### config.mk
export PLATFORM = sky130hd
export DESIGN_NAME = i2c_nostretch_guard
export DESIGN_NICKNAME = d
export VERILOG_FILES = /design/src/rtl/i2c_nsg_pkg.sv /design/src/rtl/nsg_rx_hold.sv /design/src/rtl/nsg_tx_hold.sv /design/src/rtl/nsg_err_flag.sv /design/src/rtl/i2c_nostretch_guard.sv
export SDC_FILE = /design/constraint.sdc
export NUM_CORES = 1
export LEC_CHECK = 0
export ABC_AREA = 1
export BUFFER_PORTS_ARGS = -buffer_cell sky130_fd_sc_hd__buf_2
export CAP_MARGIN = 20
export CORE_MARGIN = 8
export CORE_UTILIZATION = 37
export DETAILED_ROUTE_END_ITERATION = 10
export PLACE_DENSITY = 0.72
export SLEW_MARGIN = 20
export SYNTH_ARGS = -nofsm -noshare
export SYNTH_HDL_FRONTEND = slang
export SYNTH_SLANG_ARGS = --single-unit
### constraint.sdc
create_clock -name clk -period 1.12 [get_ports clk]
set_input_delay 0.112 -clock clk [delete_from_list [all_inputs] [get_ports clk]]
set_output_delay 0.112 -clock clk [all_outputs]
set_load 0.005 [all_outputs]
### src/rtl/i2c_nsg_pkg.sv
package i2c_nsg_pkg;
   typedef enum logic {
      TXSRC_HOLD = 1'b0,
      TXSRC_FILL = 1'b1
   } tx_src_e;

   function automatic logic [63:0] fill_pattern();
      return '1;
   endfunction
endpackage

### src/rtl/nsg_rx_hold.sv
module nsg_rx_hold #(
   parameter int DATA_W = 8
) (
   input  logic              clk,
   input  logic              rst_n,
   input  logic              guard_on,
   input  logic              byte_received,
   input  logic [DATA_W-1:0] rx_byte_in,
   input  logic              sw_rx_read,
   output logic              ack_out,
   output logic              ovr_evt,
   output logic [DATA_W-1:0] rx_data,
   output logic              rx_full
);
   logic occupied;
   logic take;

   // a same-cycle read frees the slot before the arriving byte is judged
   assign occupied = rx_full && !sw_rx_read;
   assign take     = byte_received && (!occupied || !guard_on);
   assign ack_out  = take;
   assign ovr_evt  = byte_received && occupied && guard_on;

   always_ff @(posedge clk or negedge rst_n) begin
      if (!rst_n) begin
         rx_data <= '0;
         rx_full <= 1'b0;
      end else begin
         if (take) begin
            rx_data <= rx_byte_in;
            rx_full <= 1'b1;
         end else if (sw_rx_read) begin
            rx_full <= 1'b0;
         end
      end
   end

   assert_refused_keeps_byte_R3: assert property (@(posedge clk) disable iff (!rst_n)
      (byte_received && rx_full && !sw_rx_read && guard_on) |=> (rx_full && $stable(rx_data)));

   assert_read_empties_R4: assert property (@(posedge clk) disable iff (!rst_n)
      (sw_rx_read && !byte_received) |=> !rx_full);

   assert_accept_fills_R2: assert property (@(posedge clk) disable iff (!rst_n)
      (byte_received && !rx_full) |=> rx_full);
endmodule

### src/rtl/nsg_tx_hold.sv
module nsg_tx_hold
   import i2c_nsg_pkg::*;
#(
   parameter int DATA_W = 8
) (
   input  logic              clk,
   input  logic              rst_n,
   input  logic              guard_on,
   input  logic              need_tx_byte,
   input  logic              stop_detected,
   input  logic              sw_tx_write,
   input  logic [DATA_W-1:0] sw_tx_data,
   output logic [DATA_W-1:0] tx_byte_out,
   output logic              udr_evt,
   output logic              tx_empty
);
   localparam logic [DATA_W-1:0] FILL = fill_pattern()[DATA_W-1:0];

   logic [DATA_W-1:0] hold_q;
   logic              first_pend;
   tx_src_e           src;

   always_comb begin
      src = (guard_on && tx_empty) ? TXSRC_FILL : TXSRC_HOLD;
      tx_byte_out = (src == TXSRC_FILL) ? FILL : hold_q;
   end

   assign udr_evt = need_tx_byte && (src == TXSRC_FILL);

   always_ff @(posedge clk or negedge rst_n) begin
      if (!rst_n) begin
         hold_q     <= '0;
         tx_empty   <= 1'b1;
         first_pend <= 1'b0;
      end else begin
         if (sw_tx_write) begin
            hold_q   <= sw_tx_data;
            tx_empty <= 1'b0;
         end else if (need_tx_byte) begin
            tx_empty <= 1'b1;
         end
         if (stop_detected)     first_pend <= 1'b1;
         else if (need_tx_byte) first_pend <= 1'b0;
      end
   end

   // first byte of a new transfer follows the same empty/fill rule
   assert_first_byte_rule_R6: assert property (@(posedge clk) disable iff (!rst_n)
      (need_tx_byte && first_pend && guard_on) |-> (udr_evt == tx_empty));

   assert_send_marks_empty_R5: assert property (@(posedge clk) disable iff (!rst_n)
      (need_tx_byte && !sw_tx_write) |=> tx_empty);

   assert_write_fills_R7: assert property (@(posedge clk) disable iff (!rst_n)
      sw_tx_write |=> (!tx_empty && tx_byte_out == $past(sw_tx_data)));
endmodule

### src/rtl/nsg_err_flag.sv
module nsg_err_flag #(
   parameter bit IRQ_REG = 1'b0
) (
   input  logic clk,
   input  logic rst_n,
   input  logic evt_a,
   input  logic evt_b,
   input  logic clr,
   input  logic err_ie,
   output logic flag,
   output logic irq
);
   logic any_evt;
   assign any_evt = evt_a || evt_b;

   always_ff @(posedge clk or negedge rst_n) begin
      if (!rst_n)       flag <= 1'b0;
      else if (any_evt) flag <= 1'b1;
      else if (clr)     flag <= 1'b0;
   end

   generate
      if (IRQ_REG) begin : g_irq_reg
         always_ff @(posedge clk or negedge rst_n) begin
            if (!rst_n) irq <= 1'b0;
            else        irq <= (flag || any_evt) && !(clr && !any_evt) && err_ie;
         end
      end else begin : g_irq_comb
         assign irq = flag && err_ie;
         assert_irq_gated_R9: assert property (@(posedge clk) disable iff (!rst_n)
            !err_ie |-> !irq);
      end
   endgenerate

   assert_event_sets_R8: assert property (@(posedge clk) disable iff (!rst_n)
      any_evt |=> flag);

   assert_clear_drops_R8: assert property (@(posedge clk) disable iff (!rst_n)
      (clr && !any_evt) |=> !flag);
endmodule

### src/rtl/i2c_nostretch_guard.sv
module i2c_nostretch_guard #(
   parameter int DATA_W  = 8,
   parameter bit IRQ_REG = 1'b0
) (
   input  logic              clk,
   input  logic              rst_n,
   input  logic              cfg_slave,
   input  logic              cfg_nostretch,
   input  logic              cfg_err_ie,
   input  logic              byte_received,
   input  logic [DATA_W-1:0] rx_byte_in,
   output logic              ack_out,
   input  logic              need_tx_byte,
   output logic [DATA_W-1:0] tx_byte_out,
   input  logic              stop_detected,
   input  logic              sw_rx_read,
   output logic [DATA_W-1:0] rx_data,
   output logic              rx_full,
   input  logic              sw_tx_write,
   input  logic [DATA_W-1:0] sw_tx_data,
   output logic              tx_empty,
   input  logic              ovr_clear,
   output logic              ovr_flag,
   output logic              irq
);
   initial begin
      assert (DATA_W >= 2 && DATA_W <= 64)
         else $error("DATA_W out of supported range");
   end

   logic guard_on;
   logic rx_ovr;
   logic tx_udr;

   assign guard_on = cfg_slave && cfg_nostretch;

   nsg_rx_hold #(.DATA_W(DATA_W)) u_rx (
      .clk           (clk),
      .rst_n         (rst_n),
      .guard_on      (guard_on),
      .byte_received (byte_received),
      .rx_byte_in    (rx_byte_in),
      .sw_rx_read    (sw_rx_read),
      .ack_out       (ack_out),
      .ovr_evt       (rx_ovr),
      .rx_data       (rx_data),
      .rx_full       (rx_full)
   );

   nsg_tx_hold #(.DATA_W(DATA_W)) u_tx (
      .clk           (clk),
      .rst_n         (rst_n),
      .guard_on      (guard_on),
      .need_tx_byte  (need_tx_byte),
      .stop_detected (stop_detected),
      .sw_tx_write   (sw_tx_write),
      .sw_tx_data    (sw_tx_data),
      .tx_byte_out   (tx_byte_out),
      .udr_evt       (tx_udr),
      .tx_empty      (tx_empty)
   );

   nsg_err_flag #(.IRQ_REG(IRQ_REG)) u_err (
      .clk    (clk),
      .rst_n  (rst_n),
      .evt_a  (rx_ovr),
      .evt_b  (tx_udr),
      .clr    (ovr_clear),
      .err_ie (cfg_err_ie),
      .flag   (ovr_flag),
      .irq    (irq)
   );

   assert_quiet_when_off_R10: assert property (@(posedge clk) disable iff (!rst_n)
      (!guard_on && !ovr_flag) |=> !ovr_flag);
endmodule

Word level (Yosys, flattened, before mapping)
Index checks and enable logic that the tools add are counted.
Widths: inputs -> output; s select.
{ "word_totals": {"register_bits": 19, "latch_bits": 0, "mem_bits_rw": 0, "mem_bits_ro": 0, "inputBits": 27, "out_inout_bits": 21, "elab_cells": 29, "n_memories": 0} }
{ "op_classes": {"add_sub_neg": 0, "multipliers": 0, "div_mod_pow": 0, "n_lt_le_gt_ge": 0, "n_eq_ne": 0, "shifts": 0, "muxes": 8, "bitwise_logic": 0, "n_reduce_logical": 16} }
{ "op_table": {"columns": ["operator", "n"], "rows": [
  ["$logic_and 1x1->1", 8],
  ["$mux 8", 1],
  ["$mux 1", 7],
  ["$reduce_bool 2->1", 3],
  ["$logic_not 1->1", 3],
  ["$logic_or 1x1->1", 2]
]} }

Logic depth before layout (Yosys ltp)
Gate-level depths: netlist of the first run.
{ "depth": {"depth_word": 6, "depth_mapped": 6, "ltp_nobuf": 6} }

Modules after synthesis
Synthesis of the first run repeated with hierarchy kept, for this count alone.
{ "unflattened": {"cells_unflattened": 107, "hier_area_um2": 863.3} }
{ "modules_own_cells": {"columns": ["mod", "instances", "cells_per_inst", "area_per_inst_um2", "seq_area_each_um2"], "rows": [
  ["nsg_tx_hold", 1, 56, 417.9, 226.5],
  ["nsg_rx_hold", 1, 42, 390.4, 225.2],
  ["nsg_err_flag", 1, 7, 47.5, 25.0],
  ["i2c_nostretch_guard", 1, 2, 7.5, 0.0]
]} }

Worst setup path before layout of the first run
No wires, ideal clock.
{ "synth_timing": {"path_type": "reg2out", "start": "register u_tx.tx_empty", "end": "output tx_byte_out[0]", "t_arrival_ps": 869, "required_ps": 1008, "setup_slack_ps": 139, "stages_incl_launch_ff": 5, "path_buffers": 0, "path_cell_list": "dfstp_2 > inv_1 > nor2_1 > inv_1 > nand2_1"} }
{ "synth_via": {"elab_chain_len": 3} }
{ "synth_rtl": {"columns": ["element", "line_no", "rtl"], "rows": [
  ["start, declared", "nsg_tx_hold.sv:15", "output logic tx_empty"],
  ["start signal, assigned", "nsg_tx_hold.sv:33", "tx_empty <= 1'b1;"],
  ["start signal, assigned", "nsg_tx_hold.sv:38", "tx_empty <= 1'b0;"],
  ["start signal, assigned", "nsg_tx_hold.sv:40", "tx_empty <= 1'b1;"],
  ["$logic_and 1x1->1", "nsg_tx_hold.sv:24", "src = (guard_on && tx_empty) ? TXSRC_FILL : TXSRC_HOLD;"],
  ["$mux 1", "nsg_tx_hold.sv:24", null],
  ["$mux 8", "nsg_tx_hold.sv:25", "tx_byte_out = (src == TXSRC_FILL) ? FILL : hold_q;"],
  ["end, declared", "i2c_nostretch_guard.sv:14", "output logic [DATA_W-1:0] tx_byte_out,"]
]} }
Every way passes these cells.

Final worst setup path of the first run
{ "layout_timing": {"start": "register u_tx.tx_empty", "end": "output tx_byte_out[3]"} }
Same word-level chain as after synthesis.

==> impl_results.md, run 1 <==
* Status: finished, violations left
* Failing checks: negative setup slack
* Fin crit period at 1.32 ns
* Fin. Hold Viols at 0
* Slew @ Worst Pin at 0.413 ns
* Initial antenna violation count at 0
* Gr usage total at 0.108
* Slew margin rel. at 0.725
* Die W at 63.6 µm
* Mapped Area at 840 µm²
* Total clock sinks at 19
* Synthesized flop and latch total at 19
* Dpl cells at 170
* Fin. max-slew vios at 0
* P_leak at 0.736 nW
* CP Data Required Time at 1.01 ns
* Number of max-cap violations at 0
* Wire per inst at 11.7 µm
* Total gr overflow at 0
* Crit Path Class: register to output port
* Ports at 48
* DR pass1 iterations at 4
* Vias per inst at 4.33
* CTS root buf: clkbuf_4
* Setup Viol. Count Final at 11
* DRC violations left at 0
* Final worst setup slack at -0.200 ns
* Synthesis warning total at 0
* Final period utilization at 1.18
* Netlist cell types at 13
* Num CTS Buffers at 3
* Placement Rows at 17
* CTS tree: yes
* Vias in the first global route at 862
* GP Congestion at 0.706
* Largest family of logic cells by synthesized area: simple AND/OR/NAND/NOR gates
* Reg clk slew, reported paths at 0.11 ns
* ANT nets after route at 0
* Initial Utilization at 0.387
* Synth Area in Simple Gates at 0.285
* Net count, final at 183
* Layout cell share with drive strength beyond 1 at 0.471
* Cell area power density at 1160 mW/mm²
* Post-synthesis xor/xnor area fraction at 0
* Core area at 0.00217 mm²
* Detailed Route WL at 2140 µm
* Post-synthesis mux area share at 0
* Post-synthesis average cell area at 8.66 µm²
* Max Freq at 757 MHz
* Non-filler instance count after layout at 183
* HP Class: primary input to register
* Worst Skew at 0.00454 ns
* VDD IR-drop max at 0.613 mV
* Crit end category: output port
* Die Span Y at 63.6 µm
* CP max FO at 8
* Worst-Skew Late Latency at 0.28 ns
* Port Buffers at 46
* Startpoint types: register
* Clock buffer depth at 2
* Min Hold Slack at 0.0301 ns
* Syn nets at 124
* P&R area growth vs syn at 46.9%
* Pin count of the biggest net entering global routing at 20
* Synth Area in Adders at 0
* Cells after synthesis at 97
* Worst Path Arrival at 1.21 ns
* Hpwl dp at 1590 µm
* Most common library cell in the layout ignoring fill and taps: buf_2
* Drt initial violations at 27
* Antenna cells at 0
* DR vias at 793
* Commonest cells after routing, fill and taps aside: 44 x buf_2, 33 x nand2_1, 18 x dfrtp_1
* CTS H-tree lvls at 1
* Post-synthesis compound-gate area fraction at 0.0537
* Die footprint at 0.00405 mm²
* RSZ-0062 raised after global routing: yes
* First-pass GRT wire length at 3640 µm
* Seq/Total Area, Yosys at 0.568
## routing by layer
layer,track usage,vias up,part of all wire
li1,-,412,-
met1,0.131,349,0.45
met2,0.171,32,0.47
met3,0.0442,0,0.074
met4,0.0251,0,0
met5,0,-,0
## worst max-delay path: stages, from the launching register on
cell	delay (ns)
dfstp_2	0.55
inv_2	0.04
nor2_4	0.10
inv_4	0.07
nand2_1	0.06
buf_2	0.10
## final timing paths
path                                             startpoint                          end  slack, ns  cells after the start
worst min register to register  u_rx.rx_data[3]$_DFFE_PN0P_  u_rx.rx_data[3]$_DFFE_PN0P_       0.48                      2
worst max-delay path              u_tx.tx_empty$_DFFE_PN1P_               tx_byte_out[3]      -0.20                      5
min in group asynchronous                             rst_n       u_err.flag$_DFFE_PN0P_       0.29                      2
max in group asynchronous                             rst_n    u_tx.tx_empty$_DFFE_PN1P_       0.51                      2
worst max register to register    u_tx.tx_empty$_DFFE_PN1P_       u_err.flag$_DFFE_PN0P_      -0.17                      9
worst min-delay path                          sw_tx_data[4]   u_tx.hold_q[4]$_DFFE_PN0P_       0.03                      3
## sequential cells by signal, summed over array words and instances (netlist names)
register       cells
u_tx.tx_empty      1
u_rx.rx_full       1
u_rx.rx_data       8
u_err.flag         1
u_tx.hold_q        8
## cell usage after synthesis
master / n / area share
nand3_1: 10 / 0.060
buf_6: 2 / 0.027
nand2_8: 1 / 0.024
nand2_4: 1 / 0.013
o21ai_0: 5 / 0.030
dfstp_2: 1 / 0.031
inv_1: 13 / 0.058
dfrtp_1: 18 / 0.54
o21ai_1: 4 / 0.024
inv_2: 2 / 0.0089
nor2_1: 3 / 0.013
nand2_1: 36 / 0.16
nor2_4: 1 / 0.013
## final cells by class
cell class	count	area, µm²
Timing Repair Buffer	56	328
Clock buffer	4	26.3
Fill cell	221	936
Inverter	15	58.8
Multi-Input combinational cell	61	309
Sequential cell	19	477
Tap cell	28	35.0
## cell families (layout without fill, tap and decap cells)
kind of cell,after synthesis,count (layout)
AND/OR/NAND/NOR,52,52
AO/OA/AOI/OAI,9,9
buffers and inverters,17,75
flip-flops,19,19
## through the flow
stage | setup TNS (ns) | worst slack (ns) | power [W] | utilization | area [µm²]
CTS | -1.98 | -0.209 | 0.00144 | 0.559 | 1210
global placement | -0.00205 | -0.00137 | 0.00107 | 0.502 | 1090
floorplan | 0 | 0.139 | 0.000924 | - | 840
detailed placement | -0.0370 | -0.0124 | 0.00108 | 0.502 | 1090
global route | -2.65 | -0.295 | 0.00154 | 0.569 | 1230
finish | -1.85 | -0.200 | 0.00143 | 0.569 | 1230
## power by group
group	internal, W	switching, W
Clock	0.000138	0.000195
Sequential	0.000752	0.0000262
Combinational	0.000156	0.000166
## timing repair
| item | CTS | global route |
|---|---|---|
| cloned | 0 | 0 |
| hold buffers | 1 | 0 |
| setup buffers | 8 | 2 |
| setup endpoints to repair | 10 | 19 |
| resized for setup | 10 | 6 |
| pin swaps | 6 | 4 |
| endpoints found under the hold margin | 18 | 0 |
Note: power is estimated with default switching activity, not from simulation.
==> run 2: changes to the inputs <==
Clock period 1.12 ns to 1.45 ns, I/O delays scaled along.
==> run 2 against run 1 <==
Effect of this change:
- the run now ends clean
- sequential power is 23% lower
- final area is 7.6% lower
- wire length fell by 6.2%
- via count is 4.9% lower
- critical path depth stayed put
- setup slack better by 0.27 ns
- global-route usage decreased by 0.66 points
- count of clock-buffer cells in the layout stayed put
- core utilization decreased by 4.3 points
- register-to-register slack gained 0.66 ns
- largest power group unchanged
==> impl_results.md, run 2 (same netlist as run 1, synthesis figures left out) <==
* GP Congestion at 0.701 (-0.82%)
* CTS tree: yes
* Number of max-cap violations at 0 (unchanged)
* GR Util met3 at 0.0424 (-0.00177)
* Min Hold Slack at 0.0578 ns (+0.0277 ns)
* Layout cell share with drive strength beyond 1 at 0.411 (-0.0600)
* Non-filler instance count after layout at 174 (-4.9%)
* Die W at 63.6 µm (unchanged)
* Total gr overflow at 0 (unchanged)
* Dpl cells at 169 (-0.59%)
* VDD IR-drop max at 0.575 mV (-6.2%)
* Placement Rows at 17 (unchanged)
* Net count, final at 174 (-4.9%)
* Placement Cell Area at 0.00108 mm² (-0.69%)
* Max Freq at 724 MHz
* Final period utilization at 0.952
* Port Buffers at 46 (unchanged)
* DR vias at 754 (-4.9%)
* Die footprint at 0.00405 mm² (unchanged)
* Commonest cells after routing, fill and taps aside: 45 x buf_2, 34 x nand2_1, 18 x dfrtp_1
* Regs by FF count: u_rx.rx_data x8, u_tx.hold_q x8
* Crit Path Class: register to output port
* CTS root buf: clkbuf_4
* Fin crit period at 1.38 ns
* P&R area growth vs syn at 35.8%
* Num CTS Buffers at 3 (unchanged)
* CP max FO at 8 (unchanged)
* Initial antenna violation count at 0 (unchanged)
* Vias in the first global route at 828 (-3.9%)
* Clock Power Share at 0.240 (+0.008)
* Initial Utilization at 0.387 (unchanged)
* Most Crowded Layer GR: met2
* Sequential cell fraction of total power at 0.554 (+0.011)
* Fin. Hold Viols at 0 (unchanged)
* Met1 Usage GRT at 0.118 (-0.0137)
* Core area at 0.00217 mm² (unchanged)
* Design area at 0.00114 mm² (-7.6%)
* Slew margin rel. at 0.725 (about the same)
* Sw frac at 0.271 (+0.00142)
* Startpoint types: register
* Setup Viol. Count Final at 0 (-11)
* Fin. max-slew vios at 0 (unchanged)
* Met2 GRT Util at 0.157 (-0.0139)
* Hpwl dp at 1550 µm (-2.0%)
* Sum Neg Setup Slack at 0 ns (+1.85 ns)
* Sw power at 0.000295 W (-24%)
* Pin count of the biggest net entering global routing at 20 (unchanged)
* Total clock sinks at 19 (unchanged)
* Reg clk slew, reported paths at 0.11 ns (about the same)
* Internal power at 0.000792 W (-24%)
* Worst Skew at 0.00244 ns (-0.00210 ns)
* Post-CTS setup buffer count at 0 (-8)
* Vias per inst at 4.33 (unchanged)
* Slew @ Worst Pin at 0.412 ns (-0.00105 ns)
* Clock buffer depth at 2 (unchanged)
* Most common library cell in the layout ignoring fill and taps: buf_2
* DR pass1 iterations at 4 (unchanged)
* Status: finished clean
* Wire per inst at 11.5 µm (-1.3%)
* P_leak at 0.679 nW (-7.8%)
* Ports at 48 (unchanged)
* RSZ-0062 raised after global routing: yes
* HP Class: primary input to register
* First-pass GRT wire length at 3460 µm (-5.0%)
* Gr usage total at 0.101 (-0.00661)
* Crit end category: output port
* Worst-Skew Late Latency at 0.29 ns (about the same)
* DRC violations left at 0 (unchanged)
* Drt initial violations at 38 (+41%)
* Worst Path Arrival at 1.24 ns (+0.03 ns)
* CTS H-tree lvls at 1 (unchanged)
* Die Span Y at 63.6 µm (unchanged)
* CP Data Required Time at 1.31 ns (+0.30 ns)
* Comb power frac at 0.206 (-0.019)
* Antenna cells at 0 (unchanged)
* Detailed Route WL at 2010 µm (-6.2%)
* Cell area power density at 954 mW/mm² (-18%)
* ANT nets after route at 0 (unchanged)
run 2: layout make-up:
cell class	instances	area (µm²)
inverter	15	58.8
tap	28	35.0
sequential	19	477
clock buffer	4	26.3
timing repair buffer	47	246
multi-input combinational	61	297
fill	230	1030
run 2: worst paths after layout:
| check | startpoint | end | slack (ns) | cells after the start |
|---|---|---|---|---|
| setup / recovery | u_tx.tx_empty$_DFFE_PN1P_ | tx_byte_out[1] | 0.07 | 5 |
| hold / removal | sw_tx_data[4] | u_tx.hold_q[4]$_DFFE_PN0P_ | 0.06 | 3 |
| setup reg to reg | u_rx.rx_full$_DFFE_PN0P_ | u_rx.rx_data[0]$_DFFE_PN0P_ | 0.49 | 6 |
| hold reg to reg | u_rx.rx_data[1]$_DFFE_PN0P_ | u_rx.rx_data[1]$_DFFE_PN0P_ | 0.48 | 2 |
| max in group asynchronous | rst_n | u_tx.tx_empty$_DFFE_PN1P_ | 0.81 | 2 |
| min in group asynchronous | rst_n | u_rx.rx_data[7]$_DFFE_PN0P_ | 0.32 | 2 |
run 2: power by group through the flow:
stage | combinational [W] | sequential [W] | clock [W]
detailed placement | 0.000217 | 0.000612 | 0
floorplan | 0.0000992 | 0.000615 | 0
finish | 0.000224 | 0.000602 | 0.000261
global placement | 0.000212 | 0.000610 | 0
global route | 0.000258 | 0.000607 | 0.000296
CTS | 0.000221 | 0.000602 | 0.000274
run 2: metal layers:
metal | routed length [µm] | share of wire | vias up
li1 | - | - | 396
met1 | 915 | 0.46 | 326
met3 | 154 | 0.077 | 2
met5 | 0 | 0 | -
met2 | 922 | 0.46 | 30
met4 | 14 | 0.0070 | 0
run 2: metrics by stage:
stage               total power [W]  setup WS, ns  utilization
floorplan                  0.000714         0.436            -
global placement           0.000823         0.280        0.499
detailed placement         0.000830         0.266        0.499
CTS                         0.00110       0.00327        0.517
global route                0.00116       -0.0136        0.525
finish                      0.00109        0.0689        0.525
run 2: what timing repair did:
action / 4_1_cts / 5_1_grt
hold endpoints to repair: 18 / 0
endpoints found under the setup margin: 8 / 8
hold buffers: 1 / 0
pin swaps: 0 / 2
gates resized for setup: 2 / 6
run 2: critical path, stage by stage (launching register included):
cell     delay (ns)
dfstp_2        0.56
inv_2          0.04
nor2_4         0.10
inv_4          0.07
nand2_1        0.07
buf_2          0.11
